File: config.mk
export PLATFORM = sky130hd
export DESIGN_NAME = sysctl_port_bank
export DESIGN_NICKNAME = d
export VERILOG_FILES = /design/src/rtl/sysctl_pkg.sv /design/src/rtl/sysctl_decode.sv /design/src/rtl/sysctl_ctrl_regs.sv /design/src/rtl/sysctl_read_mux.sv /design/src/rtl/sysctl_port_bank.sv
export SDC_FILE = /design/constraint.sdc
export NUM_CORES = 1
export LEC_CHECK = 0
export ABC_CLOCK_PERIOD_IN_PS = 1120
export BUFFER_PORTS_ARGS = -buffer_cell sky130_fd_sc_hd__buf_2
export CORE_UTILIZATION = 40
export DETAILED_ROUTE_END_ITERATION = 6
export GPL_ROUTABILITY_DRIVEN = 0
export PLACE_DENSITY_LB_ADDON = 0.25
export SKIP_LAST_GASP = 1
export SLEW_MARGIN = 5
export SYNTH_ARGS = -nofsm -noshare
export SYNTH_HDL_FRONTEND = slang
export SYNTH_SLANG_ARGS = --single-unit
export TNS_END_PERCENT = 1
File: constraint.sdc
create_clock -name clk -period 1.12 [get_ports clk]
set_clock_uncertainty 0.1 [all_clocks]
set_input_delay 0.336 -clock clk [delete_from_list [all_inputs] [get_ports clk]]
set_output_delay 0.336 -clock clk [all_outputs]
set_load 0.02 [all_outputs]
File: src/rtl/sysctl_pkg.sv
package sysctl_pkg;

  localparam int PORT_W = 12;

  localparam logic [PORT_W-1:0] A_SPECIAL = 12'h092;
  localparam logic [PORT_W-1:0] A_CPUCFG  = 12'h800;
  localparam logic [PORT_W-1:0] A_FEAT    = 12'h802;
  localparam logic [PORT_W-1:0] A_STAT    = 12'h803;
  localparam logic [PORT_W-1:0] A_LAMP    = 12'h808;
  localparam logic [PORT_W-1:0] A_EQUIP   = 12'h80C;
  localparam logic [PORT_W-1:0] A_LOCK1   = 12'h810;
  localparam logic [PORT_W-1:0] A_LOCK2   = 12'h812;
  localparam logic [PORT_W-1:0] A_L2INV   = 12'h814;
  localparam logic [PORT_W-1:0] A_KEY     = 12'h818;
  localparam logic [PORT_W-1:0] A_SYSCTL  = 12'h81C;
  localparam logic [PORT_W-1:0] A_L2STAT  = 12'h823;
  localparam logic [PORT_W-1:0] A_MAP     = 12'h850;

  localparam logic [7:0] V_CPUCFG = 8'hEF;
  localparam logic [7:0] V_FEAT   = 8'hAD;
  localparam logic [7:0] V_STAT   = 8'hE0;
  localparam logic [7:0] V_EQUIP  = 8'h3C;
  localparam logic [7:0] V_XFEAT  = 8'h39;
  localparam logic [7:0] V_KEY    = 8'h00;
  localparam logic [7:0] V_L2STAT = 8'h03;
  localparam logic [7:0] V_UNMAP  = 8'hFF;

  localparam int SYSCTL_W = 4;

  typedef enum logic [3:0] {
    PT_NONE, PT_SPECIAL, PT_CPUCFG, PT_FEAT, PT_STAT, PT_LAMP, PT_EQUIP,
    PT_LOCK1, PT_LOCK2, PT_L2INV, PT_KEY, PT_SYSCTL, PT_L2STAT, PT_MAP
  } port_e;

  typedef struct packed {
    logic                cpu_rst;
    logic                endian;
    logic                lamp;
    logic [SYSCTL_W-1:0] sysctl;
    logic                cmap;
  } ctrl_t;

endpackage

File: src/rtl/sysctl_decode.sv
module sysctl_decode
  import sysctl_pkg::*;
#(
  parameter int ADDR_W = 12
) (
  input  logic [ADDR_W-1:0] addr,
  output port_e             port
);

  logic              upper_clear;
  logic [PORT_W-1:0] low_addr;

  generate
    if (ADDR_W > PORT_W) begin : g_wide
      assign upper_clear = ~|addr[ADDR_W-1:PORT_W];
      assign low_addr    = addr[PORT_W-1:0];
    end else begin : g_exact
      assign upper_clear = 1'b1;
      assign low_addr    = PORT_W'(addr);
    end
  endgenerate

  always_comb begin
    port = PT_NONE;
    if (upper_clear) begin
      case (low_addr)
        A_SPECIAL: port = PT_SPECIAL;
        A_CPUCFG:  port = PT_CPUCFG;
        A_FEAT:    port = PT_FEAT;
        A_STAT:    port = PT_STAT;
        A_LAMP:    port = PT_LAMP;
        A_EQUIP:   port = PT_EQUIP;
        A_LOCK1:   port = PT_LOCK1;
        A_LOCK2:   port = PT_LOCK2;
        A_L2INV:   port = PT_L2INV;
        A_KEY:     port = PT_KEY;
        A_SYSCTL:  port = PT_SYSCTL;
        A_L2STAT:  port = PT_L2STAT;
        A_MAP:     port = PT_MAP;
        default:   port = PT_NONE;
      endcase
    end
  end

endmodule

File: src/rtl/sysctl_ctrl_regs.sv
module sysctl_ctrl_regs
  import sysctl_pkg::*;
(
  input  logic       clk,
  input  logic       rst_n,
  input  logic       wr_en,
  input  port_e      wr_port,
  input  logic [7:0] wdata,
  output ctrl_t      state,
  output logic       lock1_pulse,
  output logic       lock2_pulse
);

  ctrl_t state_q, state_d;
  logic  state_en;
  logic  lock1_d, lock2_d;
  logic  lock1_q, lock2_q;

  // Next state: only ports with a write function touch the stored bits.
  always_comb begin
    state_d  = state_q;
    state_en = 1'b0;
    if (wr_en) begin
      case (wr_port)
        PT_SPECIAL: begin
          state_d.cpu_rst = wdata[0];
          state_d.endian  = wdata[1];
          state_en        = 1'b1;
        end
        PT_LAMP: begin
          state_d.lamp = wdata[0];
          state_en     = 1'b1;
        end
        PT_SYSCTL: begin
          state_d.sysctl = wdata[SYSCTL_W-1:0];
          state_en       = 1'b1;
        end
        PT_MAP: begin
          state_d.cmap = wdata[0];
          state_en     = 1'b1;
        end
        default: begin
          state_en = 1'b0;
        end
      endcase
    end
  end

  always_comb begin
    lock1_d = wr_en && (wr_port == PT_LOCK1);
    lock2_d = wr_en && (wr_port == PT_LOCK2);
  end

  always_ff @(posedge clk or negedge rst_n) begin
    if (!rst_n) begin
      state_q <= '0;
    end else if (state_en) begin
      state_q <= state_d;
    end
  end

  always_ff @(posedge clk or negedge rst_n) begin
    if (!rst_n) begin
      lock1_q <= 1'b0;
      lock2_q <= 1'b0;
    end else begin
      lock1_q <= lock1_d;
      lock2_q <= lock2_d;
    end
  end

  assign state       = state_q;
  assign lock1_pulse = lock1_q;
  assign lock2_pulse = lock2_q;

endmodule

File: src/rtl/sysctl_read_mux.sv
module sysctl_read_mux
  import sysctl_pkg::*;
(
  input  logic       clk,
  input  logic       rst_n,
  input  logic       rd_en,
  input  port_e      rd_port,
  input  ctrl_t      state,
  output logic [7:0] rdata
);

  logic [7:0] rd_d;
  logic [7:0] rd_q;

  always_comb begin
    case (rd_port)
      PT_SPECIAL: rd_d = {6'b0, state.endian, 1'b0};
      PT_CPUCFG:  rd_d = V_CPUCFG;
      PT_FEAT:    rd_d = V_FEAT;
      PT_STAT:    rd_d = V_STAT;
      PT_EQUIP:   rd_d = V_EQUIP;
      PT_LOCK1:   rd_d = V_XFEAT;
      PT_KEY:     rd_d = V_KEY;
      PT_SYSCTL:  rd_d = {{(8-SYSCTL_W){1'b0}}, state.sysctl};
      PT_L2STAT:  rd_d = V_L2STAT;
      PT_MAP:     rd_d = {7'b0, state.cmap};
      default:    rd_d = V_UNMAP;
    endcase
  end

  always_ff @(posedge clk or negedge rst_n) begin
    if (!rst_n) begin
      rd_q <= 8'h00;
    end else if (rd_en) begin
      rd_q <= rd_d;
    end
  end

  assign rdata = rd_q;

endmodule

File: src/rtl/sysctl_port_bank.sv
module sysctl_port_bank
  import sysctl_pkg::*;
#(
  parameter int ADDR_W = 12
) (
  input  logic              clk,
  input  logic              rst_n,
  input  logic [ADDR_W-1:0] bus_addr,
  input  logic              bus_wr,
  input  logic              bus_rd,
  input  logic [7:0]        bus_wdata,
  output logic [7:0]        bus_rdata,
  output logic              cpu_reset_o,
  output logic              little_endian_o,
  output logic              contig_map_o,
  output logic              lamp_o,
  output logic              lock1_pulse_o,
  output logic              lock2_pulse_o
);

  port_e sel_port;
  ctrl_t ctrl;

  sysctl_decode #(.ADDR_W(ADDR_W)) decode_i (
    .addr (bus_addr),
    .port (sel_port)
  );

  sysctl_ctrl_regs regs_i (
    .clk         (clk),
    .rst_n       (rst_n),
    .wr_en       (bus_wr),
    .wr_port     (sel_port),
    .wdata       (bus_wdata),
    .state       (ctrl),
    .lock1_pulse (lock1_pulse_o),
    .lock2_pulse (lock2_pulse_o)
  );

  sysctl_read_mux rmux_i (
    .clk     (clk),
    .rst_n   (rst_n),
    .rd_en   (bus_rd),
    .rd_port (sel_port),
    .state   (ctrl),
    .rdata   (bus_rdata)
  );

  assign cpu_reset_o     = ctrl.cpu_rst;
  assign little_endian_o = ctrl.endian;
  assign contig_map_o    = ctrl.cmap;
  assign lamp_o          = ctrl.lamp;

endmodule

==> impl_metrics.ini <==
[yosys]
synthFlopType = dfrtp_1
ys_seq_area_share_pct = 39.0
synth_nets = 147
syn_inst = 123
synth-edff-count = 0
yosys_warnings = 0
ys_types = 48
async_flop_share_pct = 100
ys_ff_latch = 18
syn_avg_cell_area_sq_um = 9.39
netlist_area_sq_um = 1150

[hold_path]
hp-class = primary input to flop

[clocking]
cts.sinks = 18
path_clk_slew_ps = 110
cts_tree = yes
cts_max_level = 1
postCtsSetupBuffers = 0
insertion_delay_ps = 300
cts_buffers = 3
cts_root_buf = clkbuf_4
clk_path_buf_depth = 2

[die]
placementRows = 19
die_h_um = 55.7
die_x_um = 55.7
ios = 38
core_area_sq_um = 2730
dieArea_sq_um = 3110
initial_core_util_pct = 42.2

[global_route]
track_usage_pct = 21.6
grt_pass1_vias = 1217
antenna_found_initial = 0
grt_pass1_wl_um = 5270
overflow = 0
grt_max_degree = 19

[setup_path]
worstSetupStartpointType = primary input
crit_fanout = 5
required_ps = 1260
worstPathArrival_ps = 1810
worst_setup_path_end_kind = flop
path_class = primary input to flop

[final_layout]
fill_cells = 219
finalNetCount = 218
fin_area_sq_um = 1760
synthToLayoutAreaGrowth_pct = 52.5
drive_above_1_share_pct = 50.8
n_antenna_cell = 0

[sta]
rsz0062_at_grt = yes
worst-slew-pin-transition_ps = 623
slew_viol_final = 0
hold_viol = 0
maxSlewHeadroom_pct = 57.4
report.final.setup_viol = 31
fin_tns_setup_ps = -9690
hold_ws_ps = 139
worst_slack_ps = -557
fmax_mhz = 596
finalCritPeriodShare_pct = 150
fin_crit_ps = 1680

[routing]
vias_per_cell = 5.40
routed_wl_um = 3210
drt_iter0_drc = 29
num_vias = 1209
postRouteAntennaNets = 0
dr.pass1.iters = 4
wl_per_cell_um = 14.3
drc = 0

[placement]
io_buffers = 33
hpwl_um = 2530
placed_cell_area_sq_um = 1610

[job]
maxCapViolations = 0

[status]
status = finished with violations
violations = negative setup slack

[power]
leakagePower_nw = 0.795
pwr_density_cell_nw_per_um2 = 759
max-vdd-ir-drop_mv = 0.803
power_mw = 1.34
## per-stage QoR
stage / std cells / utilization (%) / worst slack, ps
finish: 224 / 64.4 / -557
global route: 224 / 64.4 / -653
CTS: 224 / 62.3 / -475
detailed placement: 219 / 59.0 / -906
global placement: 219 / 59.0 / -842
floorplan: 123 / - / -874
## cell usage in the layout, fill, tap and decap left out, types with 2 or more instances in the layout
master | Yosys | final
a21oi_1 | 7 | 7
a31o_1 | 2 | 2
a31oi_1 | 4 | 3
and3_1 | 4 | 3
buf_2 | 4 | 31
buf_4 | 0 | 35
buf_6 | 0 | 4
clkbuf_4 | 0 | 3
dfrtp_1 | 18 | 18
inv_1 | 5 | 5
mux2_1 | 7 | 6
nand2_1 | 9 | 9
nand3_1 | 7 | 4
nand3_2 | 1 | 4
nand3b_1 | 3 | 3
nor2_1 | 9 | 8
nor2_2 | 1 | 2
nor3_1 | 3 | 3
o21ai_0 | 3 | 3
o22a_1 | 2 | 2
o31ai_2 | 0 | 2
## layout make-up
cell class              instances  area (sq um)  share of cell area (%)
clock buffers                   4          36.3                    2.06
inverters                       5          18.8                    1.07
multi-input cells              95           744                    42.3
flip-flops and latches         18           450                    25.6
well taps                      31          38.8                    2.20
repair buffers                 71           473                    26.8
## critical path: stages
cell	delay (ps)
buf_2	130
or3b_4	430
a2111oi_0	610
a211oi_1	130
a21oi_1	180
## timing repair
action	CTS	global route
setup endpoints to repair	31	32
hold buffers	1	0
resized for setup	10	11
pin swaps	10	6
endpoints found under the hold margin	18	0
## metal layers
| layer | part of all wire [%] | GRT usage, % | up-vias |
|---|---|---|---|
| li1 | - | - | 600 |
| met1 | 43 | 25.3 | 574 |
| met2 | 52 | 39.1 | 30 |
| met3 | 3.6 | 4.42 | 5 |
| met4 | 1.2 | 7.14 | 0 |
| met5 | 0 | 0 | - |
## synth_stat cells, types with 2 or more instances
master,n,area [sq um]
a21oi_1,7,35.0
a31o_1,2,17.5
a31oi_1,4,25.0
and3_1,4,25.0
buf_2,4,20.0
dfrtp_1,18,450
inv_1,5,18.8
mux2_1,7,78.8
nand2_1,9,33.8
nand3_1,7,35.0
nand3b_1,3,22.5
nor2_1,9,33.8
nor2b_1,2,12.5
nor3_1,3,15.0
o21ai_0,3,15.0
o22a_1,2,17.5
o31ai_1,3,22.5
## power breakdown
part / total, mW / switching (mW) / internal (mW) / leakage, nW
sequential: 0.653 / 0.00106 / 0.652 / 0.205
clock: 0.410 / 0.211 / 0.199 / 0.0210
combinational: 0.274 / 0.136 / 0.138 / 0.570
total: 1.34 / 0.348 / 0.988 / 0.795
## worst paths after layout
check                                       startpoint                          end  slack [ps]  depth (start not counted)
max                                        bus_addr[4]  rmux_i.rdata[0]$_DFFE_PN0P_        -560                          5
min                                       bus_wdata[2]  regs_i.state[3]$_DFFE_PN0P_         140                          2
max reg2reg                regs_i.state[0]$_DFFE_PN0P_  rmux_i.rdata[0]$_DFFE_PN0P_        -360                          4
min reg2reg                regs_i.state[7]$_DFFE_PN0P_  regs_i.state[7]$_DFFE_PN0P_         400                          1
max in group asynchronous                        rst_n  regs_i.state[0]$_DFFE_PN0P_         250                          2
min in group asynchronous                        rst_n  regs_i.state[5]$_DFFE_PN0P_         380                          2
## flip-flops by register name, summed over array words and instances, names as in the netlist
register	count
regs_i.lock1_pulse	1
regs_i.state	8
regs_i.lock2_pulse	1
rmux_i.rdata	8
## cells by family (layout without fill, tap and decap cells)
kind of cell / count (synthesis) / in the layout / synth area share, %
buffers and inverters: 10 / 80 / 3.68
XOR/XNOR: 1 / 1 / 0.759
AND/OR/NAND/NOR: 54 / 54 / 28.6
multiplexers: 8 / 8 / 7.80
flip-flops: 18 / 18 / 39.0
AO/OA/AOI/OAI: 32 / 32 / 20.2
Power figures use the tool's default switching activity.
